`src/rtl/uab_pkg.sv`:
```
// Package uab_pkg
// Shared state encodings for the self-timing serial transceiver.
// Assumes: nothing beyond IEEE 1800-2017 enums.
package uab_pkg;

    // Rate meter: waiting for an edge, timing a start bit, or holding a period.
    typedef enum logic [1:0] {
        MT_HUNT    = 2'd0,
        MT_MEASURE = 2'd1,
        MT_LOCKED  = 2'd2
    } meter_st_t;

    // Receiver: idle, confirming a start bit, shifting data, checking stop.
    typedef enum logic [1:0] {
        RX_IDLE  = 2'd0,
        RX_START = 2'd1,
        RX_DATA  = 2'd2,
        RX_STOP  = 2'd3
    } rx_st_t;

endpackage

```
`src/rtl/uab_rate_meter.sv`:
```
// Module uab_rate_meter
// Times the low start bit of a command's first octet and holds the result
// as the bit period. The period is released after an idle interval that is
// longer than IDLE_BITS periods.
// Assumes: the line input is already synchronised; the first octet of a
// command has bit 0 set, so its start bit ends at the first rising edge.
module uab_rate_meter
    import uab_pkg::*;
#(
    parameter int CNT_W     = 16,
    parameter int LO_CNT    = 14,
    parameter int HI_CNT    = 1152,
    parameter int IDLE_BITS = 16
) (
    input  logic             clk,
    input  logic             rst_n,
    input  logic             line,
    input  logic             fall,
    input  logic             rx_busy,
    input  logic             tx_busy,
    output logic             locked_o,
    output logic [CNT_W-1:0] period_o,
    output logic             launch_o
);

    localparam int IB_W = $clog2(IDLE_BITS + 1);
    localparam logic [CNT_W-1:0] LO_C   = CNT_W'(LO_CNT);
    localparam logic [CNT_W-1:0] HI_C   = CNT_W'(HI_CNT);
    localparam logic [IB_W-1:0]  IB_END = IB_W'(IDLE_BITS);

    meter_st_t        state;
    logic [CNT_W-1:0] run_cnt;
    logic [CNT_W-1:0] idle_cyc;
    logic [IB_W-1:0]  idle_bits;
    logic             run_ok;
    logic             all_idle;

    // Accepts a timed run only inside the supported window.
    always_comb begin
        run_ok   = (run_cnt >= LO_C) && (run_cnt <= HI_C);
        all_idle = line && !rx_busy && !tx_busy;
    end

    // Sequences hunt, measurement, hold and idle release of the period.
    always_ff @(posedge clk) begin
        if (!rst_n) begin
            state     <= MT_HUNT;
            run_cnt   <= '0;
            period_o  <= LO_C;
            idle_cyc  <= '0;
            idle_bits <= '0;
            launch_o  <= 1'b0;
        end else begin
            launch_o <= 1'b0;
            case (state)
                MT_HUNT: begin
                    if (fall) begin
                        state   <= MT_MEASURE;
                        run_cnt <= CNT_W'(1);
                    end
                end
                MT_MEASURE: begin
                    if (line) begin
                        if (run_ok) begin
                            state     <= MT_LOCKED;
                            period_o  <= run_cnt;
                            launch_o  <= 1'b1;
                            idle_cyc  <= '0;
                            idle_bits <= '0;
                        end else begin
                            state <= MT_HUNT;
                        end
                    end else if (run_cnt <= HI_C) begin
                        run_cnt <= run_cnt + 1'b1;
                    end
                end
                MT_LOCKED: begin
                    if (!all_idle) begin
                        idle_cyc  <= '0;
                        idle_bits <= '0;
                    end else if (idle_cyc == period_o - 1'b1) begin
                        idle_cyc <= '0;
                        if (idle_bits == IB_END) begin
                            state <= MT_HUNT;
                        end else begin
                            idle_bits <= idle_bits + 1'b1;
                        end
                    end else begin
                        idle_cyc <= idle_cyc + 1'b1;
                    end
                end
                default: state <= MT_HUNT;
            endcase
        end
    end

    assign locked_o = (state == MT_LOCKED);

    AST_PERIOD_IN_RANGE: assert property (@(posedge clk) disable iff (!rst_n)
        locked_o |-> (period_o >= LO_C && period_o <= HI_C));

    AST_PERIOD_HELD: assert property (@(posedge clk) disable iff (!rst_n)
        (locked_o && $past(locked_o)) |-> $stable(period_o));

endmodule

```
`src/rtl/uab_rx.sv`:
```
// Module uab_rx
// Receives 8N1 octets, least significant bit first. Each bit is sampled at
// the middle of the held period, and the stop bit is checked.
// Assumes: synchronised line; launch marks the start of bit 0 of an octet
// whose start bit the rate meter has already consumed.
module uab_rx
    import uab_pkg::*;
#(
    parameter int CNT_W = 16
) (
    input  logic             clk,
    input  logic             rst_n,
    input  logic             line,
    input  logic             fall,
    input  logic             locked,
    input  logic             launch,
    input  logic [CNT_W-1:0] period,
    output logic             busy_o,
    output logic             valid_o,
    output logic [7:0]       data_o,
    output logic             ferr_o
);

    rx_st_t           state;
    logic [CNT_W-1:0] cnt;
    logic [2:0]       bit_idx;
    logic [7:0]       shreg;
    logic [CNT_W-1:0] half;
    logic [CNT_W-1:0] preload;
    logic             bit_end;

    // Derives the half period and the launch offset into bit 0.
    always_comb begin
        half    = period >> 1;
        preload = period - half + 1'b1;
        bit_end = (cnt == period - 1'b1);
    end

    // Walks one octet from start confirmation to stop check.
    always_ff @(posedge clk) begin
        if (!rst_n) begin
            state   <= RX_IDLE;
            cnt     <= '0;
            bit_idx <= '0;
            shreg   <= '0;
            valid_o <= 1'b0;
            data_o  <= '0;
            ferr_o  <= 1'b0;
        end else begin
            valid_o <= 1'b0;
            case (state)
                RX_IDLE: begin
                    if (launch) begin
                        state   <= RX_DATA;
                        cnt     <= preload;
                        bit_idx <= '0;
                    end else if (locked && fall) begin
                        state <= RX_START;
                        cnt   <= '0;
                    end
                end
                RX_START: begin
                    if (cnt == half - 1'b1) begin
                        cnt     <= '0;
                        bit_idx <= '0;
                        state   <= line ? RX_IDLE : RX_DATA;
                    end else begin
                        cnt <= cnt + 1'b1;
                    end
                end
                RX_DATA: begin
                    if (bit_end) begin
                        cnt   <= '0;
                        shreg <= {line, shreg[7:1]};
                        if (bit_idx == 3'd7) begin
                            state <= RX_STOP;
                        end else begin
                            bit_idx <= bit_idx + 1'b1;
                        end
                    end else begin
                        cnt <= cnt + 1'b1;
                    end
                end
                RX_STOP: begin
                    if (bit_end) begin
                        cnt     <= '0;
                        valid_o <= 1'b1;
                        data_o  <= shreg;
                        ferr_o  <= !line;
                        state   <= RX_IDLE;
                    end else begin
                        cnt <= cnt + 1'b1;
                    end
                end
                default: state <= RX_IDLE;
            endcase
        end
    end

    assign busy_o = (state != RX_IDLE);

    AST_VALID_ONE_CYCLE: assert property (@(posedge clk) disable iff (!rst_n)
        valid_o |=> !valid_o);

endmodule

```
`src/rtl/uab_tx.sv`:
```
// Module uab_tx
// Sends 8N1 octets at the held bit period: a low start bit, 8 data bits
// least significant bit first, then a high stop bit.
// Assumes: the period does not change while the transmitter is busy; the
// rate meter keeps it held because a busy transmitter resets its idle timer.
module uab_tx #(
    parameter int CNT_W = 16
) (
    input  logic             clk,
    input  logic             rst_n,
    input  logic             locked,
    input  logic [CNT_W-1:0] period,
    input  logic             tx_valid,
    input  logic [7:0]       tx_data,
    output logic             tx_ready,
    output logic             busy_o,
    output logic             txd_o
);

    localparam int FRAME_BITS = 10;

    logic [FRAME_BITS-1:0] shreg;
    logic [CNT_W-1:0]      cnt;
    logic [3:0]            bit_idx;

    // Loads a frame on handshake and shifts one bit per held period.
    always_ff @(posedge clk) begin
        if (!rst_n) begin
            busy_o  <= 1'b0;
            shreg   <= '1;
            cnt     <= '0;
            bit_idx <= '0;
        end else if (!busy_o) begin
            if (tx_valid && tx_ready) begin
                busy_o  <= 1'b1;
                shreg   <= {1'b1, tx_data, 1'b0};
                cnt     <= '0;
                bit_idx <= '0;
            end
        end else if (cnt == period - 1'b1) begin
            cnt   <= '0;
            shreg <= {1'b1, shreg[FRAME_BITS-1:1]};
            if (bit_idx == 4'(FRAME_BITS - 1)) begin
                busy_o <= 1'b0;
            end else begin
                bit_idx <= bit_idx + 1'b1;
            end
        end else begin
            cnt <= cnt + 1'b1;
        end
    end

    assign tx_ready = locked && !busy_o;
    assign txd_o    = busy_o ? shreg[0] : 1'b1;

    AST_START_BIT_LOW: assert property (@(posedge clk) disable iff (!rst_n)
        (tx_valid && tx_ready) |=> !txd_o);

endmodule

```
`src/rtl/autobaud_uart.sv`:
```
// Module autobaud_uart
// Top of the self-timing serial transceiver. It synchronises the input line,
// measures the bit period per command, and connects the receiver and the
// transmitter to the held period.
// Assumes: a single clock of CLK_HZ; SYNC_STAGES >= 2; CLK_HZ >= 8 * 76800,
// so the shortest accepted period stays at several clocks.
module autobaud_uart #(
    parameter int CLK_HZ      = 50_000_000,
    parameter int IDLE_BITS   = 16,
    parameter int SYNC_STAGES = 2
) (
    input  logic       clk,
    input  logic       rst_n,
    input  logic       rxd_i,
    output logic       txd_o,
    output logic       rx_valid_o,
    output logic [7:0] rx_data_o,
    output logic       rx_ferr_o,
    input  logic       tx_valid_i,
    input  logic [7:0] tx_data_i,
    output logic       tx_ready_o
);

    localparam int FAST_CNT = CLK_HZ / 76800;
    localparam int SLOW_CNT = CLK_HZ / 1200;
    localparam int LO_CNT   = FAST_CNT - FAST_CNT / 8;
    localparam int HI_CNT   = SLOW_CNT + SLOW_CNT / 8;
    localparam int CNT_W    = $clog2(HI_CNT + 2);

    logic [SYNC_STAGES-1:0] sync_q;
    logic                   line;
    logic                   line_q;
    logic                   fall;
    logic                   locked;
    logic [CNT_W-1:0]       period;
    logic                   launch;
    logic                   rx_busy;
    logic                   tx_busy;

    // Brings the asynchronous line into the clock domain, idle high.
    always_ff @(posedge clk) begin
        if (!rst_n) begin
            sync_q <= '1;
            line_q <= 1'b1;
        end else begin
            sync_q <= {sync_q[SYNC_STAGES-2:0], rxd_i};
            line_q <= line;
        end
    end

    assign line = sync_q[SYNC_STAGES-1];
    assign fall = line_q && !line;

    uab_rate_meter #(
        .CNT_W    (CNT_W),
        .LO_CNT   (LO_CNT),
        .HI_CNT   (HI_CNT),
        .IDLE_BITS(IDLE_BITS)
    ) u_meter (
        .clk     (clk),
        .rst_n   (rst_n),
        .line    (line),
        .fall    (fall),
        .rx_busy (rx_busy),
        .tx_busy (tx_busy),
        .locked_o(locked),
        .period_o(period),
        .launch_o(launch)
    );

    uab_rx #(
        .CNT_W(CNT_W)
    ) u_rx (
        .clk    (clk),
        .rst_n  (rst_n),
        .line   (line),
        .fall   (fall),
        .locked (locked),
        .launch (launch),
        .period (period),
        .busy_o (rx_busy),
        .valid_o(rx_valid_o),
        .data_o (rx_data_o),
        .ferr_o (rx_ferr_o)
    );

    uab_tx #(
        .CNT_W(CNT_W)
    ) u_tx (
        .clk     (clk),
        .rst_n   (rst_n),
        .locked  (locked),
        .period  (period),
        .tx_valid(tx_valid_i),
        .tx_data (tx_data_i),
        .tx_ready(tx_ready_o),
        .busy_o  (tx_busy),
        .txd_o   (txd_o)
    );

    AST_READY_LINE_IDLE: assert property (@(posedge clk) disable iff (!rst_n)
        tx_ready_o |-> txd_o);

    AST_NO_VALID_UNLOCKED: assert property (@(posedge clk) disable iff (!rst_n)
        (!locked && !$past(locked)) |-> !rx_valid_o);

endmodule

```
`config.mk`:
```
export PLATFORM = sky130hd
export DESIGN_NAME = autobaud_uart
export DESIGN_NICKNAME = d
export VERILOG_FILES = /design/src/rtl/uab_pkg.sv /design/src/rtl/uab_rate_meter.sv /design/src/rtl/uab_rx.sv /design/src/rtl/uab_tx.sv /design/src/rtl/autobaud_uart.sv
export SDC_FILE = /design/constraint.sdc
export NUM_CORES = 1
export LEC_CHECK = 0
export BUFFER_PORTS_ARGS = -buffer_cell sky130_fd_sc_hd__buf_2
export CORE_MARGIN = 2
export CORE_UTILIZATION = 25
export DETAILED_ROUTE_END_ITERATION = 8
export PLACE_DENSITY_LB_ADDON = 0.25
export SLEW_MARGIN = 10
export SYNTH_ARGS = -nofsm -noshare
export SYNTH_HDL_FRONTEND = slang
export SYNTH_SLANG_ARGS = --single-unit
```
`constraint.sdc`:
```
create_clock -name clk -period 3.9 [get_ports clk]
set_clock_uncertainty 0.1 [all_clocks]
set_input_delay 0.39 -clock clk [delete_from_list [all_inputs] [get_ports clk]]
set_output_delay 0.39 -clock clk [all_outputs]
set_load 0.1 [all_outputs]
```
# --- After elaboration in Yosys (flattened, before gate mapping) ---
# Index checks and enable logic that the tools add are counted.
word_totals:
  reg_bits: 129
  in_bits: 12
  output_inout_bits: 12
  elab_cells: 151
op_classes:
  add_sub_neg: 11
  magnitude_cmp: 2
  n_eq_ne: 31
  n_mux: 57
  n_reduce_logical: 31
ops:
  columns: ["op", "count"]
  rows:
  - ["two-way mux 16 bit", 14]
  - ["adder 16 x 1 -> 16 bit (second input constant)", 5]
  - ["equality test 16 bit", 4]
  - ["case mux 16 bit (2 select lines)", 2]
  - ["case mux 16 bit (3 select lines)", 1]
  - ["two-way mux 10 bit", 3]
  - ["two-way mux 2 bit", 13]
  - ["two-way mux 5 bit", 5]
  - ["AND reduction 5 bit", 4]
  - ["inequality test 2 bit (second input constant)", 9]
  - ["greater-or-equal comparator 16 x 10 -> 1 bit (second input constant)", 1]
  - ["<= comparator 16 bit (second input constant)", 1]
  - ["two-way mux 4 bit", 4]
  - ["subtractor 15 x 1 -> 16 bit (second input constant)", 1]
  - ["subtractor 16 x 1 -> 16 bit (second input constant)", 1]
  - ["subtractor 16 x 15 -> 16 bit", 1]
  - ["inequality test 2 x 1 -> 1 bit (second input constant)", 7]
  - ["two-way mux 3 bit", 4]
  - ["AND reduction 3 bit", 4]
  - ["case mux 5 bit (2 select lines)", 1]
  - ["case mux 3 bit (3 select lines)", 1]
  - ["case mux 2 bit (4 select lines)", 1]
  - ["AND reduction 2 bit", 4]
  - ["nonzero test 2 bit", 4]
  - ["other kinds (18)", 37]

# --- Logic depth before layout (Yosys ltp) ---
# Gate-level depths: netlist of the first run.
depth:
  depth_word: 6
  ltp_mapped: 16

# --- Hierarchy ---
# From an unflattened synthesis of the first run, not the netlist that was laid out.
hier_totals:
  hier_cells: 1162
  hier_area_um2: 9545.4
by_module_without_submodules:
  columns: ["module", "instances", "cells_each", "area_per_inst_um2"]
  rows:
  - ["uab_rx", 1, 526, 4190.3]
  - ["uab_rate_meter", 1, 372, 3204.3]
  - ["uab_tx", 1, 257, 2065.7]
  - ["autobaud_uart", 1, 7, 85.1]

# --- Worst setup path after synthesis of the first run ---
# OpenSTA, ideal clock, no wires.
synth_timing:
  kind: "flip-flop to flip-flop"
  from: "register u_meter.period_o[3]"
  to: "register u_rx.cnt[15]"
  t_arrival_ns: 3.357
  required_time_ns: 3.678
  slack_ns: 0.321
  path_stages_with_launch: 15
  path_buffers: 1
  cell_sequence: "dfxtp_1 -> clkbuf_1 -> inv_1 -> ha_1 -> inv_1 -> fa_1 -> a21o_1 -> a21oi_1 -> o21a_1 -> o21ai_0 -> a211o_1 -> a2111oi_0 -> nor3_1 -> xor2_1 -> a221o_1"
synth_between:
  elab_chain_len: 4
  elab_cells_between_ends: 10
  classes_between: "4 x add/sub; 2 x eq/ne; 4 x mux"
synth_lines:
  columns: ["element", "line_no", "rtl"]
  rows:
  - ["from (decl)", "uab_rate_meter.sv:22", "output logic [CNT_W-1:0] period_o,"]
  - ["from (signal assigned)", "uab_rate_meter.sv:66", "period_o <= run_cnt;"]
  - ["subtractor 16 x 15 -> 16 bit (tied with other cells)", "uab_rx.sv:35", "preload = period - half + 1'b1;"]
  - ["adder 16 x 1 -> 16 bit (tied with other cells)", "uab_rx.sv:35", null]
  - ["two-way mux 16 bit (on tied branches)", null, null]
  - ["case mux 16 bit (3 select lines) *", "uab_rx.sv:51", "case (state)"]
  - ["to (signal assigned)", "uab_rx.sv:55", "cnt <= preload;"]
  - ["to (signal assigned)", "uab_rx.sv:68", "cnt <= cnt + 1'b1;"]
  - ["to (signal assigned)", "uab_rx.sv:81", "cnt <= cnt + 1'b1;"]
  - ["to (decl)", "uab_rx.sv:25", "logic [CNT_W-1:0] cnt;"]
# Every way passes the cells marked *; elsewhere a longest branch is shown, timed or not.
# A chain may end at the register's enable or synchronous reset.

# --- Worst setup path in the final report of the first run ---
layout_timing:
  from: "register u_meter.period_o[9]"
  to: "register u_rx.cnt[15]"
# The elaborated chain is that of the path after synthesis.

==> results of run 1 <==
[layout by cell type, fill, tap and decap left out, types with 5 or more instances in the layout]
master / netlist / final
a211o_1: 6 / 6
a21o_1: 5 / 5
a21oi_1: 48 / 47
a22oi_1: 5 / 5
a31oi_1: 16 / 16
and2_1: 8 / 8
and3_1: 27 / 27
and4b_1: 5 / 5
buf_2: 3 / 23
buf_4: 1 / 62
clkbuf_16: 0 / 17
dfxtp_1: 128 / 128
ha_1: 66 / 66
inv_1: 59 / 59
mux2i_1: 18 / 18
nand2_1: 105 / 105
nand2b_1: 19 / 19
nand3_1: 39 / 39
nand3b_1: 16 / 16
nand4_1: 27 / 27
nor2_1: 106 / 106
nor2b_1: 11 / 10
nor3_1: 20 / 20
nor3b_1: 10 / 10
nor4_1: 12 / 12
nor4b_1: 7 / 7
o211ai_1: 14 / 14
o21a_1: 10 / 10
o21ai_0: 50 / 50
o31ai_1: 11 / 11
or2_2: 5 / 5
or3_1: 13 / 12
xnor2_1: 64 / 64
xnor3_1: 21 / 21
xor2_1: 40 / 40
[cells in the mapped netlist, drive strengths merged (7+ instances only)]
cell type  count  area (µm²)
nand2        105       394.1
inv           59       221.5
nand3         39       195.2
o21ai         52       260.3
or2            7       46.30
and2           8       50.05
nor3          23       130.1
mux2i         18       180.2
nand2b        19       118.9
nor4          13       96.34
clkbuf        46       172.7
o211ai        14       105.1
a21oi         48       240.2
o21a          10       75.07
nor3b         11       93.84
or3           13       81.33
buf           10       60.05
nor2         107       409.1
o31ai         11       82.58
xor2          40       350.3
and3          27       168.9
nand4         27       168.9
nor4b          9       91.34
dfxtp        128        2562
xnor3         21       473.0
xnor2         64       560.5
a31oi         18       125.1
nor2b         12       77.58
ha            66       825.8
nand3b        17       140.1
[metal layers]
| metal | GRT usage, % | routed length, µm | vias to the layer above |
|---|---|---|---|
| met2 | 24.03 | 13150 | 235 |
| met4 | 3.787 | 405 | 0 |
| met3 | 1.703 | 1369 | 26 |
| met1 | 21.32 | 13830 | 3955 |
| li1 | - | - | 4141 |
| met5 | 0 | 0 | - |
[registers in the layout, summed over array words and instances, names as in the netlist, 3 cells and up]
register           count
u_tx.shreg             9
u_rx.bit_idx           3
u_tx.bit_idx           4
u_rx.shreg             8
u_meter.period_o      16
u_rx.cnt              16
u_meter.run_cnt       16
u_meter.idle_bits      5
u_tx.cnt              16
u_rx.data_o            8
u_meter.idle_cyc      16
[how the worst max path moves through the flow]
stage,start,end,slack [ps]
after floorplan,u_meter.period_o[3],u_rx.cnt[15],320
after global placement,u_meter.period_o[5],u_rx.cnt[15],10
after detailed placement,u_meter.period_o[5],u_rx.cnt[15],-6
after CTS,u_meter.period_o[1],u_rx.cnt[15],90
after global routing,u_meter.period_o[5],u_rx.cnt[15],1
final,u_meter.period_o[9],u_rx.cnt[15],130
[area by class of cell]
class,instances,area (µm²),area share (%)
Multi-Input combinational cell,892,6442,58.33
Sequential cell,128,2562,23.20
Timing Repair Buffer,86,600.6,5.437
Clock buffer,18,429.2,3.885
Inverter,60,225.2,2.039
Tap cell,511,639.4,5.788
Clock inverter,14,146.4,1.325
[cell families (layout without fill, tap and decap cells)]
group                    after synthesis  after routing
AND/OR/NAND/NOR                      454            454
AO/OA/AOI/OAI                        226            226
flip-flops                           128            128
XOR/XNOR                             125            125
buffers and inverters                116            178
adder cells (fa/ha/maj)               67             67
multiplexers                          20             20
[where the power goes]
| group | internal [mW] | total, mW | switching (mW) |
|---|---|---|---|
| registers | 1.32 | 1.34 | 0.0202 |
| clock network | 0.899 | 1.59 | 0.691 |
| logic | 0.0690 | 0.197 | 0.128 |
| total | 2.28 | 3.12 | 0.839 |
[through the flow]
stage	TNS, ps	setup WS, ps	utilization [%]	power, mW
final	0	128.6	29.53	3.122
after global routing	0	1.286	29.53	3.247
after CTS	0	86.15	29.46	3.173
after detailed placement	-6.474	-6.474	27.90	1.561
after global placement	0	9.669	27.90	1.562
after floorplan	0	321.0	-	1.485
[what timing repair did]
action	CTS	global route
pin swaps	0	1
setup buffers	0	1
setup endpoints to repair	1	25
resized for setup	1	6
==> summary.txt, run 1 <==
Syn Nets -> 1215
N_diodes -> 0
CP max FO -> 9
Worst path bufs/invs -> 1
Post-route cell area -> 11050 µm²
First-pass GRT wire length -> 45170 µm
Max IR drop VDD -> 0.2448 mV
DRT Pass-1 Iters -> 5
Register area share after synthesis -> 27.22%
XOR/XNOR share of the synthesized area -> 14.70%
Crit Path Class -> reg -> reg
Vias/cell -> 4.890
Fmax achieved -> 0.2652 GHz
CTS clk-pin slew, worst paths -> 70 ps
Maxcap violations -> 0
Non-Filler Instances -> 1709
Net count, final -> 1264
TritonCTS Buffers -> 17
Cell-by-cell trace of the critical path -> inv_1 -> ha_1 -> nand4_1 -> or2_1 -> a41oi_1 -> mux2i_1 -> a211oi_2 -> a311oi_2 -> or2_4 -> a31o_1 -> a221o_1
Area after DPL -> 10440 µm²
Arrival time at the worst endpoint -> 3990 ps
Initial drt markers -> 706
Synth Area in Simple Gates -> 25.63%
Root buffer cell -> clkbuf_16
Ports -> 24
RSZ-0062 raised after global routing -> no
Ys async rst share -> 0%
Cell family with most CP delay -> compound AO/OA/AOI/OAI gates
Synth Area in Adders -> 8.983%
DIE HEIGHT -> 198.1 µm
Final count of negative-setup-slack endpoints -> 0
Reg2reg setup slack -> 130 ps
Setup crit end kind -> flop
Hold Vio Cnt, Final -> 0
Worst hold stages -> 2
End of the worst hold path -> sync_q[0]
Worst setup SP type -> flop
Wire per inst -> 16.83 µm
Post-synth top flop -> dfxtp_1
Synth unique cells -> 85
Period utilization -> 96.70%
Main combinational cell family by area after synthesis -> simple AND/OR/NAND/NOR gates
Least-Margin Pin Slew -> 722.2 ps
Htree depth -> 4
Relative slew slack -> 51.56%
Number of fill cells -> 4019
Post-synthesis register bit count -> 128
Vias in the first global route -> 7897
Leak -> 4.271 nW
Drc violations -> 0
Hpwl dp -> 22620 µm
Levels on crit path -> 11
Largest net degree at the start of global routing -> 42
Post-Syn Area -> 9415 µm²
Ys Warns -> 0
FP Rows -> 71
Starting density of the core -> 25.17%
Antenna violations before repair -> 0
Clock period minus worst slack -> 3771 ps
Slowest CP cell -> a41oi_1
Worst-skew pair later-pin latency -> 430 ps
Clk buf depth -> 2
Post-DRT Antenna Nets -> 0
Total global-route track usage -> 14.99%
Core Area -> 37400 µm²
Number of flops mapped to enable cells by yosys -> 0
Die area -> 39230 µm²
Worst r2r path cells -> 11
Avg Synthesized Cell Area -> 8.288 µm²
CTS tree -> yes
FF-to-FF Start -> u_meter.period_o[9]
Placed Cells -> 1676
Worst r2r dst -> u_rx.cnt[15]
Complex-gate fraction of the synthesized area -> 16.45%
GRT overflow -> 0
DR vias -> 8357
Area delta synth->final -> 17.32%
Worst path max stage delay -> 450 ps
WP data required -> 4120 ps
Mux cell area share after synthesis -> 2.153%
Slew Limit Fails -> 0
Hold Slack -> 37.26 ps
Final wirelength -> 28760 µm
Worst hold path type -> in -> reg
Cells after Synth -> 1136
Global placement routability congestion -> 0.9278
Die span in x -> 198.1 µm
# hold bufs at CTS -> 0
Power Dens Cells -> 282.7 nW/µm²
Worst Hold Launch -> rxd_i
TritonCTS Sinks -> 128
IO buf count -> 23
Outcome -> finished clean
Share of layout cells above drive strength 1 -> 12.77%
No activity file was read; power rests on OpenSTA's default activity.
==> inputs of run 2 (changes only) <==
ABC_AREA = 1   (was default)
CTS_CLUSTER_DIAMETER = 120   (was default)
MAX_ROUTING_LAYER = met4   (was default)
==> run 2 against run 1 <==
  * Sequential share of layout area shrank 0.17 points
  * Largest power group unchanged
  * Combinational power rose to 3.1 times the previous value
  * Highest routed layer unchanged
  * Register-to-register slack improved by 530 ps
  * Critical endpoint is now u_rx.cnt[12]
  * Fmax grew 16%
  * Clock-buffer cell count is 1 lower
  * Worst hold slack worse by 8.2 ps
==> summary.txt, run 2 <==
DR vias -> 10153 (+21%)
Register area share after synthesis -> 25.72% (-1.5 points)
# hold bufs at CTS -> 0 (unchanged)
FF-to-FF Start -> u_meter.period_o[4]
Hpwl dp -> 24640 µm (+8.9%)
Clock period minus worst slack -> 3246 ps (-525.6 ps)
CTS clk-pin slew, worst paths -> 60 ps (about the same)
Leak -> 4.964 nW (+16%)
Ports -> 24 (unchanged)
Hold Vio Cnt, Final -> 0 (unchanged)
Ys Warns -> 0 (unchanged)
Total global-route track usage -> 16.34% (+1.3 points)
Fmax achieved -> 0.3081 GHz (+16%)
CP max FO -> 8 (-1)
Wire per inst -> 14.93 µm (-11%)
Ys async rst share -> 0% (unchanged)
IO buf count -> 23 (unchanged)
Maxcap violations -> 0 (unchanged)
Die area -> 41460 µm² (+5.7%)
Most frequent cells in the layout -> nand2_1, inv_1, nand3_1
Drc violations -> 0 (unchanged)
RSZ-0062 raised after global routing -> no
TNS Setup -> 0 ps (unchanged)
TritonCTS Buffers -> 17 (unchanged)
Post-synth top cells -> nand2_1, inv_1, nand3_1
Worst path max stage delay -> 490 ps (+40 ps)
Post-DRT Antenna Nets -> 0 (unchanged)
# Post-CTS Setup Buffers -> 0 (unchanged)
Share of layout cells above drive strength 1 -> 7.430% (-5.3 points)
TritonCTS Sinks -> 128 (unchanged)
Final wirelength -> 31950 µm (+11%)
Avg Synthesized Cell Area -> 6.238 µm² (-25%)
Worst setup SP type -> flop
Arrival time at the worst endpoint -> 3480 ps (-510 ps)
Worst Hold Launch -> rxd_i
Worst hold path type -> in -> reg
Slowest CP cell -> dfxtp_1
Area delta synth->final -> 11.68%
Max IR drop VDD -> 0.2526 mV (+3.2%)
GRT overflow -> 0 (unchanged)
N_diodes -> 0 (unchanged)
Setup crit end kind -> flop
Vias/cell -> 4.744 (-3.0%)
Synth top area cells -> dfxtp_1, nand2_1, nand3_1
Outcome -> finished clean
Post-Syn Area -> 9962 µm² (+5.8%)
WP data required -> 4140 ps (+20 ps)
First-pass GRT wire length -> 51660 µm (+14%)
Cell-by-cell trace of the critical path -> inv_1 -> ha_1 -> inv_1 -> ha_1 -> nand3_1 -> nand3_1 -> inv_1 -> o21ai_0 -> a21o_1 -> nand3_1 -> nand2_1 -> nand2_1 -> nand2_1 -> o21ai_0 -> o21bai_1 -> inv_1
Top-area cell type share of the netlist area -> 25.72% (-1.5 points)
Post-synthesis register bit count -> 128 (unchanged)
Resize count post-CTS -> 0 (-1)
Period utilization -> 83.23% (-13 points)
Net count, final -> 1681 (+33%)
Worst-skew pair later-pin latency -> 450 ps (+20 ps)
FP Rows -> 73 (+2.8%)
Core Area -> 39550 µm² (+5.7%)
DIE HEIGHT -> 203.6 µm (+2.8%)
Most common cell in the synthesized netlist -> nand2_1
Largest net degree at the start of global routing -> 55 (+31%)
Starting density of the core -> 25.19% (about the same)
Syn Nets -> 1676 (+38%)
Global placement routability congestion -> 0.9266 (-0.13%)
Root buffer cell -> clkbuf_16
CTS tree -> yes
Htree depth -> 4 (unchanged)
Final count of negative-setup-slack endpoints -> 0 (unchanged)
Total power draw -> 3.607 mW (+16%)
Most common cell after layout, fill and taps aside -> nand2_1
Initial drt markers -> 723 (+2.4%)
Antenna violations before repair -> 0 (unchanged)
DRT Pass-1 Iters -> 5 (unchanged)
Die span in x -> 203.6 µm (+2.8%)
Cells after Synth -> 1597 (+41%)
Vias in the first global route -> 9727 (+23%)
Crit Path Class -> reg -> reg
Cell mode on critical path -> inv_1
Worst Setup SP -> u_meter.period_o[4]
Relative slew slack -> 49.90% (-1.7 points)
Synth unique cells -> 44 (-48%)
Slew Limit Fails -> 0 (unchanged)
Largest area contributor in the netlist -> dfxtp_1
Power Dens Cells -> 324.2 nW/µm² (+15%)
Number of flops mapped to enable cells by yosys -> 0 (unchanged)
Least-Margin Pin Slew -> 749.7 ps (+27.57 ps)
Post-synth top flop -> dfxtp_1
Clk buf depth -> 2 (unchanged)
==> run 2: layout make-up <==
class                      instances  area, µm²
fill                            4418      28420
timing repair buffer              29      160.2
multi-input combinational       1202       6365
clock buffer                      17      425.4
inverter                         224      840.8
sequential                       128       2562
clock inverter                    15      115.1
tap                              525      656.9
==> run 2: power breakdown <==
part	leakage (nW)	switching [mW]	internal, mW
sequential	1.03	0.126	1.37
clock	0.256	0.690	0.815
combinational	3.68	0.405	0.205
total	4.96	1.22	2.39
==> run 2: metal layers <==
| metal | share of wire [%] | track usage [%] | vias to the layer above | routed length [µm] |
|---|---|---|---|---|
| met5 | 0 | - | - | 0 |
| met4 | 2.6 | 6.152 | 0 | 836 |
| met3 | 3.9 | 2.093 | 46 | 1247 |
| met2 | 45 | 25.66 | 219 | 14500 |
| met1 | 48 | 21.38 | 4671 | 15370 |
| li1 | - | - | 5217 | - |
==> run 2: kinds of logic (layout without fill, tap and decap cells) <==
group,Yosys count,in the layout,synth area share (%)
buffers and inverters,267,285,10.39
adders and majority gates,67,67,8.490
xor gates and xnor gates,50,50,4.396
DFF,128,128,25.72
and+or+nand+nor,863,863,38.55
AOI/OAI and AO/OA,222,222,12.46
==> run 2: stage by stage <==
stage	util (%)	worst slack, ps	instance area [µm²]	std cells	hold slack [ps]
floorplan	-	485.0	9962	1597	292.5
global placement	26.76	646.4	10590	2108	303.1
detailed placement	26.76	703.7	10590	2108	306.2
CTS	28.13	668.5	11130	2140	10.10
global route	28.13	270.7	11130	2140	30.24
finish	28.13	654.2	11130	2140	29.09
==> run 2: final timing paths <==
check                 endpoint  slack (ps)  depth (start not counted)
setup reg to reg  u_rx.cnt[12]         650                         16
setup / recovery  u_rx.cnt[12]         650                         16
hold reg to reg      sync_q[1]         320                          1
hold / removal       sync_q[0]          30                          2
==> run 2: critical path: cells and delay by family, from the launching register on <==
kind | cells | cell delay, ps
buffers and inverters | 4 | 360
and+or+nand+nor | 6 | 450
adders and majority gates | 2 | 690
DFF | 1 | 490
AOI/OAI and AO/OA | 4 | 1040
==> inputs of run 3 (changes only) <==
clock period = 2.8 ns   (was 3.9 ns; I/O delays follow)
==> run 3 against run 2 <==
  * Largest power group unchanged
  * Clock power is 50% higher
  * Clock-buffer cell count is 2 higher
  * Design area is 10% higher
  * Via count is 3.1% higher
==> summary.txt, run 3 (synthesized netlist as in run 2, its figures left out) <==
Period utilization -> 92.74% (+9.5 points)
Power Dens Cells -> 428.9 nW/µm² (+32%)
Global placement routability congestion -> 0.9331 (+0.70%)
FF-to-FF Start -> u_meter.period_o[11]
First-pass GRT wire length -> 53320 µm (+3.2%)
Vias/cell -> 4.697 (-1.0%)
Initial drt markers -> 689 (-4.7%)
TritonCTS Buffers -> 17 (unchanged)
CTS tree -> yes
Ports -> 24 (unchanged)
Share of layout cells above drive strength 1 -> 17.08% (+9.6 points)
Sequential Area -> 2570 µm² (+0.29%)
Max IR drop VDD -> 0.3931 mV (+56%)
Die span in x -> 203.6 µm (unchanged)
Fmax achieved -> 0.3851 GHz (+25%)
Net count, final -> 1770 (+5.3%)
Final wirelength -> 33110 µm (+3.6%)
Setup WS pre-CTS -> -31.50 ps (-735.2 ps)
Hold Slack -> 23.27 ps (-5.820 ps)
Root buffer cell -> clkbuf_16
Die area -> 41460 µm² (unchanged)
Final count of negative-setup-slack endpoints -> 0 (unchanged)
Worst Setup SP -> u_meter.period_o[11]
Hpwl dp -> 26060 µm (+5.8%)
CP max FO -> 12 (+4)
FP Rows -> 73 (unchanged)
Least-Margin Pin Slew -> 603.4 ps (-146.3 ps)
Worst setup SP type -> flop
Antenna violations before repair -> 0 (unchanged)
Relative slew slack -> 59.73% (+9.8 points)
Setup crit end kind -> flop
Drc violations -> 0 (unchanged)
Clk buf depth -> 2 (unchanged)
Slew Limit Fails -> 0 (unchanged)
Starting density of the core -> 25.19% (unchanged)
GRT overflow -> 0 (unchanged)
DRT Pass-1 Iters -> 6 (+1)
Wire per inst -> 14.85 µm (-0.51%)
Clock period minus worst slack -> 2597 ps (-649.1 ps)
Arrival time at the worst endpoint -> 2820 ps (-660 ps)
Multi-input gate area -> 6729 µm² (+5.7%)
Number of fill cells -> 4361 (-1.3%)
Htree depth -> 4 (unchanged)
Crit Path Class -> reg -> reg
Most common cell after layout, fill and taps aside -> nand2_1
Total global-route track usage -> 16.77% (+0.43 points)
Worst-skew pair later-pin latency -> 440 ps (about the same)
Area after DPL -> 11230 µm² (+6.1%)
Leak -> 5.396 nW (+8.7%)
Worst hold path type -> in -> reg
WP data required -> 3030 ps (-1110 ps)
TritonCTS Sinks -> 128 (unchanged)
Most frequent cells in the layout -> nand2_1, inv_1, nand3_1
Core Area -> 39550 µm² (unchanged)
Post-DRT Antenna Nets -> 0 (unchanged)
Final setup margin -> 203.2 ps (-450.9 ps)
DR vias -> 10469 (+3.1%)
CTS clk-pin slew, worst paths -> 60 ps (about the same)
Hold Vio Cnt, Final -> 0 (unchanged)
DIE HEIGHT -> 203.6 µm (unchanged)
Post-route cell area -> 12250 µm² (+10%)
Area delta synth->final -> 22.93%
Maxcap violations -> 0 (unchanged)
IO buf count -> 23 (unchanged)
Worst Hold Launch -> tx_data_i[7]
N_diodes -> 0 (unchanged)
Largest net degree at the start of global routing -> 30 (-45%)
Vias in the first global route -> 10184 (+4.7%)
TNS Setup -> 0 ps (unchanged)
Outcome -> finished clean
run 3: changes by cell type in the layout (fill, tap and decap cells not counted), sizes merged:
cell / delta
buf: +88
bufinv: +1
clkbuf: +2
clkinv: -5
clkinvlp: -1
dlygate4sd3: +1
inv: +3
run 3: where the power goes:
part           internal [mW]  switching, mW
logic                  0.332          0.597
clock network           1.28          0.978
registers               1.90          0.159
total                   3.52           1.73
run 3: area by class of cell:
| cell class | instances | area share, % |
|---|---|---|
| clock buffers | 19 | 3.698 |
| multi-input cells | 1202 | 54.95 |
| well taps | 525 | 5.364 |
| inverters | 224 | 6.927 |
| repair buffers | 118 | 7.049 |
| clock inverters | 13 | 1.032 |
| flip-flops and latches | 128 | 20.98 |
run 3: layer usage:
layer  wire [µm]  part of all wire (%)  global-route usage [%]  vias up
met5           0                     0                       -        -
met1       15830                    48                   21.82     4816
li1            -                     -                       -     5392
met4         793                   2.4                   5.422        0
met3        1316                   4.0                   2.237       49
met2       15160                    46                   26.82      212
run 3: timing repair:
| item | in CTS | in global routing |
|---|---|---|
| hold buffers | 1 | 0 |
| resized for setup | 3 | 108 |
| pin swaps | 1 | 12 |
| hold endpoints to repair | 1 | 0 |
| endpoints found under the setup margin | 55 | 86 |
| setup buffers | 1 | 4 |
run 3: final timing paths:
path	depth (start not counted)	end	slack, ps
hold reg to reg	1	sync_q[1]	320
hold / removal	3	u_tx.shreg[8]	20
setup / recovery	17	u_meter.idle_cyc[2]	200
setup reg to reg	17	u_meter.idle_cyc[2]	200
run 3: worst max-delay path, stage by stage (launching register included):
cell	delay (ps)
dfxtp_1	360
inv_2	80
buf_4	160
ha_1	210
o21ai_0	210
a21oi_2	40
buf_4	150
nand2_1	100
nand2_2	90
nand3b_1	90
nand3_1	110
nor2_2	160
nand2_2	120
nand2_4	110
nand2_1	70
nand2_1	110
buf_12	140
nor3_1	50
run 3: through the flow:
stage	util (%)	total power [mW]	cells
after floorplan	-	2.701	1597
after global placement	28.39	2.990	2191
after detailed placement	28.39	3.001	2191
after CTS	29.95	5.295	2225
after global routing	30.97	5.535	2229
final	30.97	5.253	2229
